### src/rtl/shirq_router.sv
module shirq_router #(
  parameter int NUM_SRC   = 32,
  parameter int NUM_CORES = 4
) (
  input  logic                 clk,
  input  logic                 rst_n,
  input  logic                 reg_we,
  input  logic [8:0]           reg_addr,
  input  logic [31:0]          reg_wdata,
  output logic [31:0]          reg_rdata,
  input  logic [NUM_SRC-1:0]   irq_in,
  output logic [NUM_CORES-1:0] core_irq
);
  localparam int NBANK = (NUM_SRC + 31) / 32;
  localparam int PW    = NBANK * 32;
  localparam int CW    = (NUM_CORES > 1) ? $clog2(NUM_CORES) : 1;
  localparam logic [31:0] IDENT = {16'h0, 8'(NUM_CORES - 1), 8'(NUM_SRC / 8 - 1)};

  logic [NUM_SRC-1:0] sync1, sync2, prev;
  logic [NUM_SRC-1:0] inv_q, edge_q, both_q, en_q, latch_q;
  logic [CW-1:0]      dest_q [NUM_SRC];

  logic [PW-1:0]      wsel_p, wvec_p;
  logic [NUM_SRC-1:0] wsel, wbits, edge_ev, pend, inj_hit;

  wire in_bank  = reg_we && !reg_addr[8];
  wire wr_inv   = in_bank && reg_addr[7:4] == 4'h1;
  wire wr_mode  = in_bank && reg_addr[7:4] == 4'h2;
  wire wr_both  = in_bank && reg_addr[7:4] == 4'h3;
  wire wr_enset = in_bank && reg_addr[7:4] == 4'h5;
  wire wr_enclr = in_bank && reg_addr[7:4] == 4'h6;
  wire wr_inj   = reg_we && reg_addr == 9'h080;
  wire wr_dest  = reg_we && reg_addr[8];

  always_comb begin
    wsel_p = '0;
    wvec_p = '0;
    for (int k = 0; k < NBANK; k++)
      if (reg_addr[3:0] == 4'(k)) begin
        wsel_p[k*32 +: 32] = '1;
        wvec_p[k*32 +: 32] = reg_wdata;
      end
  end
  assign wsel  = wsel_p[NUM_SRC-1:0];
  assign wbits = wvec_p[NUM_SRC-1:0] & wsel;

  always_comb
    for (int i = 0; i < NUM_SRC; i++)
      inj_hit[i] = wr_inj && reg_wdata[15:0] == 16'(i);

  assign edge_ev = edge_q & ((both_q & (sync2 ^ prev)) |
                             (~both_q & ~inv_q & sync2 & ~prev) |
                             (~both_q & inv_q & ~sync2 & prev));

  assign pend = (edge_q & latch_q) | (~edge_q & (sync2 ^ inv_q));

  always_ff @(posedge clk or negedge rst_n) begin
    if (!rst_n) begin
      sync1   <= '0;
      sync2   <= '0;
      prev    <= '0;
      inv_q   <= '0;
      edge_q  <= '0;
      both_q  <= '0;
      en_q    <= '0;
      latch_q <= '0;
      for (int i = 0; i < NUM_SRC; i++) dest_q[i] <= '0;
    end else begin
      sync1 <= irq_in;
      sync2 <= sync1;
      prev  <= sync2;
      if (wr_inv)   inv_q  <= (inv_q  & ~wsel) | wbits;
      if (wr_mode)  edge_q <= (edge_q & ~wsel) | wbits;
      if (wr_both)  both_q <= (both_q & ~wsel) | wbits;
      if (wr_enset) en_q   <= en_q | wbits;
      if (wr_enclr) en_q   <= en_q & ~wbits;
      latch_q <= edge_ev
               | (inj_hit & {NUM_SRC{reg_wdata[31]}})
               | (latch_q & ~(inj_hit & {NUM_SRC{~reg_wdata[31]}}));
      for (int i = 0; i < NUM_SRC; i++)
        if (wr_dest && reg_addr[7:0] == 8'(i) && reg_wdata < 32'(NUM_CORES))
          dest_q[i] <= reg_wdata[CW-1:0];
    end
  end

  function automatic logic [31:0] pick(input logic [NUM_SRC-1:0] v, input logic [3:0] b);
    logic [PW-1:0] p;
    p = PW'(v);
    pick = '0;
    for (int k = 0; k < NBANK; k++)
      if (b == 4'(k)) pick = p[k*32 +: 32];
  endfunction

  always_comb begin
    reg_rdata = '0;
    if (reg_addr[8]) begin
      for (int i = 0; i < NUM_SRC; i++)
        if (reg_addr[7:0] == 8'(i)) reg_rdata[CW-1:0] = dest_q[i];
    end else begin
      case (reg_addr[7:4])
        4'h0: if (reg_addr[3:0] == 4'h0) reg_rdata = IDENT;
        4'h1: reg_rdata = pick(inv_q,  reg_addr[3:0]);
        4'h2: reg_rdata = pick(edge_q, reg_addr[3:0]);
        4'h3: reg_rdata = pick(both_q, reg_addr[3:0]);
        4'h4: reg_rdata = pick(en_q,   reg_addr[3:0]);
        4'h7: reg_rdata = pick(pend,   reg_addr[3:0]);
        default: reg_rdata = '0;
      endcase
    end
  end

  for (genvar c = 0; c < NUM_CORES; c++) begin : g_core
    logic [NUM_SRC-1:0] mine;
    always_comb
      for (int i = 0; i < NUM_SRC; i++)
        mine[i] = dest_q[i] == CW'(c);
    assign core_irq[c] = |(pend & en_q & mine);
  end
endmodule

### config.mk
export PLATFORM = sky130hd
export DESIGN_NAME = shirq_router
export DESIGN_NICKNAME = d
export VERILOG_FILES = /design/src/rtl/shirq_router.sv
export SDC_FILE = /design/constraint.sdc
export NUM_CORES = 1
export LEC_CHECK = 0
export ABC_AREA = 1
export BUFFER_PORTS_ARGS = -buffer_cell sky130_fd_sc_hd__buf_2
export CAP_MARGIN = 20
export CORE_MARGIN = 2
export CORE_UTILIZATION = 40
export CTS_BUF_LIST = sky130_fd_sc_hd__clkbuf_8 sky130_fd_sc_hd__clkbuf_16
export CTS_CLUSTER_SIZE = 10
export DETAILED_ROUTE_END_ITERATION = 7
export SLEW_MARGIN = 20
export SYNTH_ARGS = -nofsm -noshare
export SYNTH_HDL_FRONTEND = slang
export SYNTH_SLANG_ARGS = --single-unit
export TNS_END_PERCENT = 5
### constraint.sdc
create_clock -name clk -period 2.47 [get_ports clk]
set_input_delay 0 -clock clk [delete_from_list [all_inputs] [get_ports clk]]
set_output_delay 0 -clock clk [all_outputs]
set_load 0.005 [all_outputs]
==> results.json, run 1 <==
{
  "run_status": "complete, but fails checks",
  "violations": "setup timing",
  "core_um2": 39460,
  "gp_congestion": 0.9215,
  "die_w_um": 203.4,
  "syn-instance-count": 1987,
  "ys.flop_type": "dfrtp_1",
  "r2r_slack_ns": 1.29,
  "finalNonFillerCells": 2742,
  "die_area_um2": 41370,
  "dp_hpwl_um": 37970,
  "grt_pass1_vias": 14450,
  "area_growth_syn_to_layout_pct": 21.79,
  "fin_skew_ns": 0.01622,
  "worst_slew_pin_slew_ns": 0.8440,
  "synth_top_area_share_pct": 50.36,
  "port_buffers": 111,
  "clkTransAtPathRegs_ns": 0.05,
  "r2r_end": "latch_q[0]",
  "nets": 2279,
  "synth.avg_cell_area_um2": 8.003,
  "wire_per_inst_um": 19.82,
  "crit_chain": "xnor2_1 -> nand2_1 -> o21ai_0 -> inv_1 -> nand2_1 -> nor2_1 -> a2111oi_2 -> nand3_1 -> or4_4 -> buf_2",
  "period_needed_ns": 2.865,
  "maxCapViolCount": 0,
  "worst-path-buf-inv": 2,
  "max_slew_margin_pct": 43.73,
  "start_kind": "register",
  "fin_util_pct": 49.08,
  "synth_nets": 2063,
  "cts_sinks": 320,
  "drt_iter0_drc": 1340,
  "postRouteAntennaNets": 0,
  "crit_arrival_ns": 2.86,
  "p_per_area_nw_per_um2": 597.3,
  "num_rows": 73,
  "crit_type": "register to output pin",
  "drive_gt1_share_pct": 12.95,
  "worstSetupEndpointType": "output pin",
  "clock_latency_ns": 0.56,
  "fmax_mhz": 349.1,
  "min_to": "sync1[31]",
  "cts_buffers": 39,
  "h-tree-depth": 2,
  "vias_per_cell": 5.513,
  "dr.pass1.iters": 6,
  "drc_errors": 0,
  "yosys_register_bits": 320,
  "hp-start": "irq_in[31]",
  "drv_slew": 0,
  "p_leak_uw": 0.008097,
  "synth_top_area_cell": "dfrtp_1",
  "min_path_cells": 2,
  "initial_core_util_pct": 40.30,
  "period_share_pct": 116.0,
  "reg2reg_depth": 4,
  "dp_cells": 2621,
  "ys_warn_count": 0,
  "cts_tree": "yes",
  "drt_wl_total_um": 54350,
  "antenna_found_initial": 0,
  "peakVddDrop_mv": 0.4952,
  "vias": 15120,
  "grt_max_degree": 97,
  "setup_viol": 6,
  "ioPinCount": 112,
  "synthArstFlopShare_pct": 100.0,
  "cpLargestDelayFamily": "simple AND/OR/NAND/NOR gates",
  "ys_seq_area_share_pct": 50.36,
  "worst_ep_required_time_ns": 2.47,
  "cp_common_cell": "nand2_1",
  "critPathSlowestCell": "or4_4",
  "cts_root_buf": "clkbuf_16",
  "cts_max_path_buffers": 3,
  "grt-ovfl-total": 0,
  "fin_ws_ns": -0.3948,
  "critical_path_peak_fanout": 4,
  "grt_pass1_wl_um": 84050,
  "critPathMaxStageDelay_ns": 0.58,
  "hold_class": "input port to register",
  "finalHoldViolCount": 0,
  "crit_start": "sync2[27]",
  "synth-edff-count": 0,
  "syn_area_um2": 15900,
  "rsz0062_at_grt": "true",
  "grt_use_total_pct": 26.52,
  "synthTopCellsByArea": "dfrtp_1, o21ai_0, nand2_1",
  "die_y_um": 203.4,
  "synth_cell_types": 36
}
-- cell usage after synthesis (2+ instances only) --
master / count
nand2_1: 335
nor2_2: 5
nand3_1: 107
o311ai_1: 2
nor3_1: 87
a31oi_1: 24
o21ai_0: 267
o211ai_1: 34
o2111ai_1: 2
a311oi_1: 2
a221o_1: 2
a221oi_1: 17
a22o_1: 2
buf_1: 4
o31ai_1: 26
o311ai_0: 23
clkbuf_1: 60
nand4_1: 28
dfrtp_1: 320
or2_2: 22
nor2_4: 2
o22ai_1: 29
inv_1: 271
nor4_1: 17
inv_2: 4
a21oi_1: 107
a2111oi_0: 5
nor2_1: 165
nand2_4: 2
xnor2_1: 10
-- cells by family after synthesis --
group,Yosys count,synth area share (%)
compound gates,544,19.84
simple gates,772,21.15
buf+inv,341,8.097
xor+xnor,10,0.5508
flops,320,50.36
-- power by group --
part / internal, µW / switching (µW) / leakage, µW / total [µW]
clock network: 2990 / 2170 / 0.000575 / 5160
logic: 314 / 560 / 0.00341 / 874
registers: 5420 / 118 / 0.00411 / 5540
total: 8720 / 2840 / 0.00810 / 11600
-- final cells by class --
cell class | count | area, µm²
diodes | 1 | 2.502
clock buffers | 41 | 1003
clock inverters | 13 | 97.59
fillers | 3835 | 20090
inverters | 276 | 1036
multi-input cells | 1326 | 6730
flip-flops and latches | 320 | 8008
well taps | 525 | 656.9
repair buffers | 240 | 1832
-- worst max path at each step --
| stage | cells past startpoint | slack (ns) | endpoint |
|---|---|---|---|
| final | 10 | -0.39 | core_irq[2] |
| after CTS | 21 | -0.37 | reg_rdata[1] |
| after global routing | 21 | -0.66 | reg_rdata[1] |
| after floorplan | 9 | 0.63 | core_irq[2] |
| after detailed placement | 10 | 0.03 | core_irq[2] |
| after global placement | 10 | 0.08 | core_irq[2] |
-- metrics by stage --
stage / worst slack, ns / hold slack (ns) / instance area [µm²] / power [µW] / TNS (ns)
after CTS: -0.3696 / 0.05977 / 19330 / 11690 / -1.461
after global routing: -0.6635 / 0.08144 / 19360 / 12020 / -2.627
after global placement: 0.08156 / 0.1067 / 17510 / 6394 / 0
final: -0.3948 / 0.08168 / 19370 / 11570 / -1.552
after floorplan: 0.6264 / -0.2956 / 15900 / 5973 / 0
after detailed placement: 0.02811 / 0.1093 / 17510 / 6411 / 0
-- what timing repair did --
item                                   in CTS  in global routing
pin swaps                                   9                  1
setup endpoints to repair                   6                  6
buffers inserted                            2                  0
resized for setup                          25                  9
hold buffers                               64                  0
endpoints found under the hold margin     245                  0
-- layer usage --
metal,track usage (%),vias to the layer above,wire (µm)
li1,-,7211,-
met1,36.88,7332,24480
met2,42.88,481,25260
met3,3.931,92,3243
met4,8.186,0,1368
met5,0,-,0
-- cells in the final DEF (no fill, tap or decap), types with 18 or more instances in the layout --
cell           instances
nor3_1                87
nand2_1              331
o311ai_0              18
dlygate4sd3_1         64
o31ai_1               26
nand3_1              107
a31oi_1               23
or2_2                 22
o22ai_1               29
nor2_1               155
dfrtp_1              320
a21oi_1              107
o21ai_0              267
inv_1                277
o211ai_1              34
nand4_1               28
buf_2                110
buf_4                 54
clkbuf_16             39
Power figures use the tool's default switching activity.
==> run 2: changes to the inputs <==
Settings changed: CORE_UTILIZATION 40 to 35.
==> results.json, run 2 (synthesized netlist as in run 1, its figures left out) <==
{
  "run_status": "complete, but fails checks",
  "violations": "hold timing, setup timing",
  "crit_arrival_ns": 2.86,
  "worst_ep_required_time_ns": 2.47,
  "dr.pass1.iters": 7,
  "die_y_um": 217.2,
  "met2_length_um": 25260,
  "antenna_found_initial": 2,
  "rsz0062_at_grt": "true",
  "grt-ovfl-total": 0,
  "met3WireLength_um": 3232,
  "fin_skew_ns": 0.01969,
  "vias": 15130,
  "grt_pass1_vias": 14610,
  "postRouteAntennaNets": 0,
  "setup_viol": 6,
  "final_cell_mix": "nand2_1, dfrtp_1, inv_1, o21ai_0, nor2_1",
  "wire_per_inst_um": 19.41,
  "hold_class": "input port to asynchronous set/reset pin",
  "final_common_cell": "nand2_1",
  "worstSetupEndpointType": "output pin",
  "fmax_mhz": 349.4,
  "cts_buffers": 39,
  "port_buffers": 111,
  "period_share_pct": 115.9,
  "grt_use_total_pct": 23.31,
  "drt_wl_total_um": 54800,
  "clkTransAtPathRegs_ns": 0.06,
  "maxCapViolCount": 0,
  "met1_length_um": 24590,
  "die_area_um2": 47150,
  "fin_hold_ws_ns": -0.02713,
  "cts_max_path_buffers": 3,
  "ioPinCount": 112,
  "gp_congestion": 0.9423,
  "period_needed_ns": 2.862,
  "grt_pass1_wl_um": 84570,
  "h-tree-depth": 2,
  "final_area_um2": 19520,
  "top_layer": "met4",
  "num_rows": 78,
  "finalNonFillerCells": 2823,
  "crit_type": "register to output pin",
  "dpl-instance-area_um2": 17620,
  "critical_path_peak_fanout": 2,
  "grt_max_degree": 83,
  "peakVddDrop_mv": 0.4756,
  "dp_hpwl_um": 38310,
  "drv_slew": 0,
  "fin_util_pct": 43.29,
  "nets": 2287,
  "fin_ws_ns": -0.3923,
  "cts_sinks": 320,
  "initial_core_util_pct": 35.27,
  "worst_slew_pin_slew_ns": 0.5612,
  "dp_cells": 2699,
  "max_slew_margin_pct": 62.27,
  "cts_tree": "yes",
  "drc_errors": 0,
  "die_w_um": 217.2,
  "p_per_area_nw_per_um2": 593.7,
  "area_growth_syn_to_layout_pct": 22.76,
  "start_kind": "register",
  "drt_iter0_drc": 1124,
  "finalHoldViolCount": 13,
  "p_leak_uw": 0.008118,
  "cts_root_buf": "clkbuf_16",
  "core_um2": 45090,
  "vias_per_cell": 5.360,
  "reg2reg_depth": 5,
  "drive_gt1_share_pct": 13.73,
  "clock_latency_ns": 0.57
}
run 2: metal layers:
metal	global-route usage [%]	up-vias
li1	-	7197
met1	32.05	7303
met2	37.70	523
met3	3.145	109
met4	8.379	0
met5	0	-
run 2: critical path, stage by stage (launching register included):
cell and delay, ns:
dfrtp_1 0.40, inv_2 0.08, nor2_1 0.04, nor2_1 0.09
nand4_1 0.09, nand2_1 0.08, nand4_1 0.09, nor2_1 0.13
nand3_1 0.09, nand2_1 0.07, nand4_1 0.08, nand2_1 0.07
nand4_1 0.10, nor2_1 0.13, nand4_1 0.11, nor2_2 0.14
nand4_1 0.11, nand2_1 0.08, nand2_1 0.05, nand2_1 0.07
nand2_2 0.08, buf_2 0.15
run 2: where the power goes:
part	internal [µW]	switching (µW)	leakage [µW]
clock network	3000	2180	0.000561
logic	311	563	0.00345
registers	5420	120	0.00411
run 2: through the flow:
stage	power (µW)	setup WS [ns]	setup TNS, ns	hold slack (ns)
after global routing	12040	-0.6798	-2.774	0.04867
final	11590	-0.3923	-1.466	-0.02713
after floorplan	5973	0.6264	0	-0.2956
after CTS	11710	-0.3879	-1.675	0.01769
after global placement	6389	-0.06707	-0.06707	-0.03300
after detailed placement	6407	-0.04041	-0.04041	-0.03511
run 2: final timing paths:
check,end,start,slack (ns)
min in group clk,sync1[27],irq_in[27],0.07
max reg2reg,latch_q[0],sync2[0],1.27
max,reg_rdata[0],dest_q[58],-0.39
min,prev[8],rst_n,-0.03
min reg2reg,sync2[4],sync1[4],0.35
max in group asynchronous,dest_q[33],rst_n,1.62
run 2: final cells by class:
type	instances	area [µm²]
inverters	276	1036
well taps	600	750.7
flip-flops and latches	320	8009
fillers	4448	25570
clock buffers	44	1056
repair buffers	248	1879
diodes	1	2.502
multi-input cells	1326	6735
clock inverters	8	51.30
run 2: timing repair:
item / in CTS / in global routing
endpoints found under the hold margin: 476 / 0
hold buffers: 64 / 0
setup endpoints to repair: 6 / 6
pin swaps: 13 / 12
resized for setup: 26 / 14
buffers inserted: 5 / 2
